==> src/rtl/tbp_pkg.sv <==
package tbp_pkg;
  localparam int CMD_W  = 16;
  localparam int IDX_W  = $clog2(CMD_W);
  localparam int CNT_W  = $clog2(CMD_W + 1);
  localparam int OP_W   = 4;
  localparam int ADDR_W = 4;
  localparam int DAT_W  = 8;
  localparam int ST_W   = 2;
  localparam int OP_LSB = CMD_W - OP_W;
  localparam int AD_LSB = DAT_W;

  localparam logic [OP_W-1:0] OP_ECHO = 4'h1;
  localparam logic [OP_W-1:0] OP_STAT = 4'h2;
  localparam logic [OP_W-1:0] OP_WR   = 4'h3;
  localparam logic [OP_W-1:0] OP_RD   = 4'h4;
  localparam logic [OP_W-1:0] OP_CLR  = 4'h5;

  typedef enum logic [1:0] {RX_IDLE, RX_SHIFT, RX_OVER} rx_state_e;
endpackage

==> src/rtl/tbp_rx.sv <==
module tbp_rx
  import tbp_pkg::*;
(
  input  logic             clk_i,
  input  logic             rst_ni,
  input  logic             sel_ni,
  input  logic             mode_i,
  input  logic             sdi_i,
  output logic [CNT_W-1:0] cnt_o,
  output logic             scan_o,
  output logic             scan_shift_o,
  output logic [CMD_W-1:0] cmd_o,
  output logic             ok_o,
  output logic             par_err_o,
  output logic             frm_err_o
);
  rx_state_e        state_q;
  logic [CNT_W-1:0] cnt_q;
  logic [CMD_W-1:0] sr_q;
  logic             scan_q;
  logic             full, release_c, in_shift, par_good;

  assign in_shift  = (state_q == RX_SHIFT);
  assign full      = (cnt_q == CNT_W'(CMD_W));
  assign release_c = in_shift && sel_ni;
  assign par_good  = (sdi_i == ~^sr_q);

  assign ok_o         = release_c && !scan_q && full && par_good;
  assign par_err_o    = release_c && !scan_q && full && !par_good;
  assign frm_err_o    = !scan_q && ((release_c && !full) || (in_shift && !sel_ni && full));
  assign scan_shift_o = in_shift && !sel_ni && scan_q;

  assign cnt_o  = cnt_q;
  assign scan_o = scan_q;
  assign cmd_o  = sr_q;

  always_ff @(negedge clk_i or negedge rst_ni) begin
    if (!rst_ni) begin
      state_q <= RX_IDLE;
      cnt_q   <= '0;
      sr_q    <= '0;
      scan_q  <= 1'b0;
    end else begin
      unique case (state_q)
        RX_IDLE: if (!sel_ni) begin
          state_q <= RX_SHIFT;
          cnt_q   <= '0;
          scan_q  <= mode_i;
        end
        RX_SHIFT: begin
          if (sel_ni) state_q <= RX_IDLE;
          else if (!scan_q) begin
            if (!full) begin
              sr_q  <= {sdi_i, sr_q[CMD_W-1:1]};
              cnt_q <= cnt_q + 1'b1;
            end else state_q <= RX_OVER;
          end
        end
        RX_OVER: if (sel_ni) state_q <= RX_IDLE;
        default: state_q <= RX_IDLE;
      endcase
    end
  end

  a_r1_cnt_bound: assert property (@(negedge clk_i) disable iff (!rst_ni)
    cnt_q <= CNT_W'(CMD_W));
  a_r5_ok_vs_frame: assert property (@(negedge clk_i) disable iff (!rst_ni)
    !(ok_o && frm_err_o));
  a_r4_ok_vs_parity: assert property (@(negedge clk_i) disable iff (!rst_ni)
    !(ok_o && par_err_o));
endmodule

==> src/rtl/tbp_scan.sv <==
module tbp_scan #(
  parameter int LEN = 8
) (
  input  logic clk_i,
  input  logic rst_ni,
  input  logic shift_i,
  input  logic sdi_i,
  output logic so_o
);
  logic [LEN-1:0] chain_q;

  generate
    if (LEN == 1) begin : g_one
      always_ff @(negedge clk_i or negedge rst_ni) begin
        if (!rst_ni) chain_q <= '0;
        else if (shift_i) chain_q <= sdi_i;
      end
    end else begin : g_many
      always_ff @(negedge clk_i or negedge rst_ni) begin
        if (!rst_ni) chain_q <= '0;
        else if (shift_i) chain_q <= {sdi_i, chain_q[LEN-1:1]};
      end
    end
  endgenerate

  assign so_o = chain_q[0];
endmodule

==> src/rtl/tbp_exec.sv <==
module tbp_exec
  import tbp_pkg::*;
(
  input  logic             clk_i,
  input  logic             rst_ni,
  input  logic             ok_i,
  input  logic             par_err_i,
  input  logic             frm_err_i,
  input  logic [CMD_W-1:0] cmd_i,
  input  logic [DAT_W-1:0] rdata_i,
  output logic [CMD_W-1:0] resp_o,
  output logic             exec_o,
  output logic             we_o,
  output logic [CMD_W-1:0] cmd_o,
  output logic             irq_no
);
  logic [CMD_W-1:0] resp_q, cmd_q, resp_d;
  logic [ST_W-1:0]  status_q;
  logic             exec_q, we_q, clr_c;
  logic [OP_W-1:0]  op;

  assign op    = cmd_i[CMD_W-1:OP_LSB];
  assign clr_c = ok_i && (op == OP_CLR);

  always_comb begin
    unique case (op)
      OP_ECHO, OP_WR, OP_CLR: resp_d = cmd_i;
      OP_STAT: resp_d = CMD_W'(status_q);
      OP_RD:   resp_d = {cmd_i[CMD_W-1:DAT_W], rdata_i};
      default: resp_d = '0;
    endcase
  end

  always_ff @(negedge clk_i or negedge rst_ni) begin
    if (!rst_ni) begin
      resp_q   <= '0;
      cmd_q    <= '0;
      status_q <= '0;
      exec_q   <= 1'b0;
      we_q     <= 1'b0;
    end else begin
      exec_q <= ok_i;
      we_q   <= ok_i && (op == OP_WR);
      if (ok_i) begin
        resp_q <= resp_d;
        cmd_q  <= cmd_i;
      end
      if (clr_c) status_q <= '0;
      else       status_q <= status_q | {frm_err_i, par_err_i};
    end
  end

  assign resp_o = resp_q;
  assign exec_o = exec_q;
  assign we_o   = we_q;
  assign cmd_o  = cmd_q;
  assign irq_no = ~|status_q;

  a_r3_exec_single: assert property (@(negedge clk_i) disable iff (!rst_ni)
    exec_q |=> !exec_q);
  a_r4_parity_flags: assert property (@(negedge clk_i) disable iff (!rst_ni)
    par_err_i |=> (status_q[0] && !irq_no));
  a_r4_parity_sticky: assert property (@(negedge clk_i) disable iff (!rst_ni)
    (status_q[0] && !clr_c) |=> status_q[0]);
  a_r4_no_exec_on_err: assert property (@(negedge clk_i) disable iff (!rst_ni)
    par_err_i |=> !exec_q);
  a_r9_we_with_exec: assert property (@(negedge clk_i) disable iff (!rst_ni)
    we_q |-> exec_q);
endmodule

==> src/rtl/tbp_port.sv <==
module tbp_port
  import tbp_pkg::*;
#(
  parameter int SCAN_LEN = 8
) (
  input  logic              clk_i,
  input  logic              rst_ni,
  input  logic              sel_ni,
  input  logic              mode_i,
  input  logic              sdi_i,
  output logic              sdo_o,
  output logic              irq_no,
  output logic              exec_o,
  output logic [CMD_W-1:0]  cmd_o,
  output logic              reg_we_o,
  output logic [ADDR_W-1:0] reg_addr_o,
  output logic [DAT_W-1:0]  reg_wdata_o,
  input  logic [DAT_W-1:0]  reg_rdata_i
);
  logic [CNT_W-1:0] cnt;
  logic             scan, scan_shift, ok, par_err, frm_err, scan_so, resp_bit;
  logic [CMD_W-1:0] rx_cmd, resp;

  tbp_rx u_rx (
    .clk_i, .rst_ni, .sel_ni, .mode_i, .sdi_i,
    .cnt_o(cnt), .scan_o(scan), .scan_shift_o(scan_shift), .cmd_o(rx_cmd),
    .ok_o(ok), .par_err_o(par_err), .frm_err_o(frm_err)
  );

  tbp_scan #(.LEN(SCAN_LEN)) u_scan (
    .clk_i, .rst_ni, .shift_i(scan_shift), .sdi_i, .so_o(scan_so)
  );

  tbp_exec u_exec (
    .clk_i, .rst_ni, .ok_i(ok), .par_err_i(par_err), .frm_err_i(frm_err),
    .cmd_i(rx_cmd), .rdata_i(reg_rdata_i), .resp_o(resp), .exec_o,
    .we_o(reg_we_o), .cmd_o, .irq_no
  );

  // response streams by bit index; parity follows the last bit
  assign resp_bit    = (cnt < CNT_W'(CMD_W)) ? resp[cnt[IDX_W-1:0]] : ~^resp;
  assign sdo_o       = scan ? scan_so : resp_bit;
  assign reg_addr_o  = rx_cmd[AD_LSB +: ADDR_W];
  assign reg_wdata_o = rx_cmd[DAT_W-1:0];

  a_r12_scan_quiet: assert property (@(negedge clk_i) disable iff (!rst_ni)
    scan |-> !(ok || par_err || frm_err));
  a_r12_scan_keeps_resp: assert property (@(negedge clk_i) disable iff (!rst_ni)
    scan |=> $stable(resp));
endmodule

==> config.mk <==
export PLATFORM = sky130hd
export DESIGN_NAME = tbp_port
export DESIGN_NICKNAME = d
export VERILOG_FILES = /design/src/rtl/tbp_pkg.sv /design/src/rtl/tbp_rx.sv /design/src/rtl/tbp_scan.sv /design/src/rtl/tbp_exec.sv /design/src/rtl/tbp_port.sv
export SDC_FILE = /design/constraint.sdc
export NUM_CORES = 1
export LEC_CHECK = 0
export BUFFER_PORTS_ARGS = -buffer_cell sky130_fd_sc_hd__buf_2
export CAP_MARGIN = 20
export CELL_PAD_IN_SITES_DETAIL_PLACEMENT = 0
export CELL_PAD_IN_SITES_GLOBAL_PLACEMENT = 1
export CORE_MARGIN = 5
export CORE_UTILIZATION = 37
export CTS_BUF_LIST = sky130_fd_sc_hd__clkbuf_8
export DETAILED_ROUTE_END_ITERATION = 10
export PLACE_DENSITY = 0.7
export SLEW_MARGIN = 20
export SYNTH_ARGS = -nofsm -noshare
export SYNTH_HDL_FRONTEND = slang
export SYNTH_SLANG_ARGS = --single-unit
==> constraint.sdc <==
create_clock -name clk_i -period 2.7 [get_ports clk_i]
set_clock_uncertainty 0.05 [all_clocks]
set_input_delay 0.27 -clock clk_i [delete_from_list [all_inputs] [get_ports clk_i]]
set_output_delay 0.27 -clock clk_i [all_outputs]
set_load 0.02 [all_outputs]
Word-level counts from Yosys, hierarchy flattened
Cells that the tools add are included.
{"block": "word_totals", "input_bits": 13, "reg_bits": 68, "out_inout_bits": 32, "elab_cells": 78}
{"block": "op_classes", "n_reduce_logical": 28, "addsub": 1, "mux": 17, "magnitude_cmp": 2, "n_eq_ne": 16, "n_bitwise": 4}
{"operator": "one-hot mux 16 bit (3 select lines)", "count": 1}
{"operator": "XNOR reduction 16 bit", "count": 2}
{"operator": "two-way mux 5 bit", "count": 4}
{"operator": "logical AND 1 bit", "count": 12}
{"operator": "two-way mux 2 bit", "count": 6}
{"operator": "!= test 2 bit, second input constant", "count": 5}
{"operator": "one-hot mux 5 bit (2 select lines)", "count": 1}
{"operator": "equality test 4 x 2 -> 1 bit, second input constant", "count": 2}
{"operator": "equality test 4 x 3 -> 1 bit, second input constant", "count": 2}
{"operator": "AND reduction 4 bit", "count": 2}
{"operator": "one-hot mux 2 bit (3 select lines)", "count": 1}
{"operator": "adder 5 x 1 -> 5 bit, second input constant", "count": 1}
{"operator": "equality test 5 bit, second input constant", "count": 1}
{"operator": "zero test 1 bit", "count": 5}
{"operator": "< comparator 4 x 5 -> 1 bit, second input constant", "count": 1}
{"operator": "< comparator 5 bit, second input constant", "count": 1}
{"operator": "AND reduction 5 bit", "count": 1}
{"operator": "binary-select mux 1 bit (select 4 bit)", "count": 1}
{"operator": "equality test 4 x 1 -> 1 bit, second input constant", "count": 1}
{"operator": "two-way mux 1 bit", "count": 3}
{"operator": "!= test 3 x 2 -> 1 bit, second input constant", "count": 1}
{"operator": "!= test 3 bit, second input constant", "count": 1}
{"operator": "inverter 1 bit", "count": 3}
{"operator": "OR reduction 3 bit", "count": 1}
{"operator": "other kinds (9)", "count": 9}

Depth between registers and ports, before layout
{"block": "depth", "depth_word": 7, "mapped_depth": 9, "ltp_nobuf": 7}

By module
From an unflattened synthesis, not the netlist that was laid out.
{"block": "hier_totals", "cells_unflattened": 258, "hier_area_um2": 3339.5}
{"mod": "tbp_exec", "seq_area_each_um2": 900.9, "n_inst": 1, "area_each_um2": 1460.2, "cells_per_inst": 111}
{"mod": "tbp_rx", "seq_area_each_um2": 600.6, "n_inst": 1, "area_each_um2": 1252.5, "cells_per_inst": 104}
{"mod": "tbp_scan", "seq_area_each_um2": 200.2, "n_inst": 1, "area_each_um2": 331.6, "cells_per_inst": 17}
{"mod": "tbp_port", "seq_area_each_um2": 0.0, "n_inst": 1, "area_each_um2": 295.3, "cells_per_inst": 26}

==> flow_summary.toml <==
[placed_design]
dpl_cell_area_um2 = 4141
gp_congestion = 0.7662
detailedPlace.worstSlack_ns = -0.8998
portBuffers = 44
hpwl_um = 5383
place_inst = 465

[yosys]
syn_nets = 292
synth_area_leaders = "dfrtn_1 48%, mux2_4 8.9%, mux2_2 7.4%"
yosysTopAreaCell = "dfrtn_1"
synth_edf_count = 0
synth_area_um2 = 3523
synth_top_area_share_pct = 48.30
synthCells = 271
synth.most_common_cell = "dfrtn_1"
ys_ff_latch = 68
synth_cell_types = 38
yosysSeqAreaShare_pct = 48.30
yosysWarnings = 0
synth_commonest_cells = "68 x dfrtn_1, 24 x xnor2_1, 23 x mux2_2"
async_reset_ff_share_pct = 100.0
syn_avg_cell_area_um2 = 13.00
synthFlopType = "dfrtn_1"

[clock_network]
clockBufferDepth = 2
ctsHoldBuffers = 0
clock-sinks = 68
clk_pin_slew_ns = 0.05
cts-buffers-inserted = 9
clk_root_buffer_cell = "clkbuf_8"
htreeDepth = 3
cts_tree = "done"
insertion_delay_ns = 0.33

[layout]
syn2layout_area_growth_pct = 30.26
final_cells = 490
antenna_cells = 0
fin_util_pct = 49.43
layout.nets = 377
stdcell_area_um2 = 4589
layout-drive-gt1-share_pct = 50.14

[critical_path]
crit_path_end_kind = "primary output"
crit_type = "flip-flop to primary output"
critPathArrivalTime_ns = 3.59
critPathMaxFanout = 5
r2r-start = "u_rx.cmd_o[13]"
crit_path_start_kind = "flip-flop"
worstPathRequired_ns = 2.38
startpoint = "u_rx.cnt_o[0]"
reg2reg_slack_ns = 0.07

[routing]
route.detailed.drc = 0
met3RoutedLength_um = 174
wl_per_cell_um = 16.13
ant_nets = 0
m1WireLength_um = 3724
via_count = 2310
routed-wl-met2_um = 3939
drt_iter0_drc = 33
drt-total-wl_um = 7902
top_layer = "met4"
drtPass1Iterations = 4
vias_per_cell = 4.714

[floorplan]
io-pin-count = 45
fp.dieArea_um2 = 11570
die_w_um = 107.6
core_um2 = 9284
dieHeight_um = 107.6
row_count = 35
initial_core_util_pct = 37.95

[status]
status = "complete, but fails checks"
violations = "setup timing"

[global_route]
antenna_found_initial = 0
grt_pass1_vias = 2512
grt_first_pass_wirelength_um = 13180
grt.overflow.total = 0
grt_usage_pct = 14.73
grt_start_max_net_pins = 69

[timing]
setup_tns_ns = -13.11
slew_headroom_pct = 75.05
hold_violations = 0
drv_slew = 0
timing.hold.ws_ns = 0.3978
setup_slack_ns = -1.206
rsz0062_at_grt = "yes"
tightestPinTransition_ns = 0.3727
setup_viol = 35

[power_and_ir_drop]
vdd_ir_drop_max_v = 0.0005403
power_mw = 3.678
p_leak_nw = 2.275
powerDensity_nw_per_um2 = 801.5

[worst_hold_path]
hp-class = "flip-flop to flip-flop"
hp-start = "u_scan.chain_q[7]"

[flow_run]
cap_violations = 0
==> cell type report <==
class	count	area, um2
Fill cell	871	4695
Sequential cell	68	1702
Multi-Input combinational cell	168	1694
Timing Repair Buffer	99	769.5
Tap cell	129	161.4
Clock buffer	10	137.6
Clock inverter	6	87.58
Inverter	10	37.54
==> cell usage in the layout (no fill, tap or decap), types with 3 or more instances in the layout <==
| cell | count |
|---|---|
| o21a_1 | 8 |
| a22o_1 | 6 |
| clkinvlp_4 | 3 |
| a31o_1 | 3 |
| xor2_1 | 3 |
| mux2_4 | 24 |
| mux2_2 | 20 |
| nand3_1 | 5 |
| nand2_1 | 16 |
| o21ai_0 | 10 |
| dfrtn_1 | 68 |
| a31o_4 | 5 |
| buf_6 | 3 |
| nor2_1 | 5 |
| mux4_2 | 5 |
| inv_1 | 10 |
| clkbuf_8 | 10 |
| ha_1 | 8 |
| buf_4 | 46 |
| xnor2_1 | 24 |
| buf_12 | 5 |
| buf_2 | 41 |
==> logic make-up after synthesis <==
| logic type | after synthesis | share of synthesized area (%) |
|---|---|---|
| AO/OA/AOI/OAI | 40 | 8.203 |
| adder cells (fa/ha/maj) | 8 | 2.841 |
| multiplexers | 49 | 19.50 |
| buffers and inverters | 35 | 6.392 |
| flip-flops | 68 | 48.30 |
| XOR/XNOR | 30 | 8.665 |
| AND/OR/NAND/NOR | 41 | 6.108 |
==> report_power, final <==
group	leakage (nW)	internal [mW]	total, mW	switching (mW)
registers	0.922	1.16	1.24	0.0811
clock network	0.105	0.543	0.953	0.410
logic	1.25	0.674	1.49	0.814
==> registers in the layout, indices dropped and copies added (netlist names), 2 cells and up <==
name,flops
u_exec.cmd_o,16
u_exec.resp_o,16
u_exec.status_q,2
u_rx.cmd_o,16
u_rx.cnt_o,5
u_rx.state_q,2
u_scan.chain_q,8
==> critical path: stages, from the launching register on <==
cell      delay, ns
dfrtn_1        0.56
mux4_2         0.55
mux4_2         0.48
nand3_2        0.09
o311ai_4       0.08
buf_6          0.14
==> repair_timing <==
action | CTS | global route
setup buffers | 7 | 1
gates resized for setup | 17 | 3
setup endpoints to repair | 43 | 38
gates cloned | 2 | 0
pin swaps | 9 | 1
==> metal layers <==
| layer | GRT usage, % | vias up |
|---|---|---|
| li1 | - | 1109 |
| met1 | 19.58 | 1172 |
| met2 | 24.56 | 23 |
| met3 | 3.179 | 6 |
| met5 | 0 | - |
| met4 | 3.517 | 0 |
==> path summary, 6_finish.rpt <==
| path | endpoint | cells after the start |
|---|---|---|
| worst min-delay path | u_scan.chain_q[6] | 1 |
| max in group asynchronous | u_rx.cnt_o[0] | 2 |
| worst max register to register | u_exec.cmd_o[15] | 9 |
| worst max-delay path | sdo_o | 5 |
| worst min register to register | u_scan.chain_q[6] | 1 |
| min in group asynchronous | u_exec.cmd_o[8] | 2 |
(Power assumes the default switching activity.)
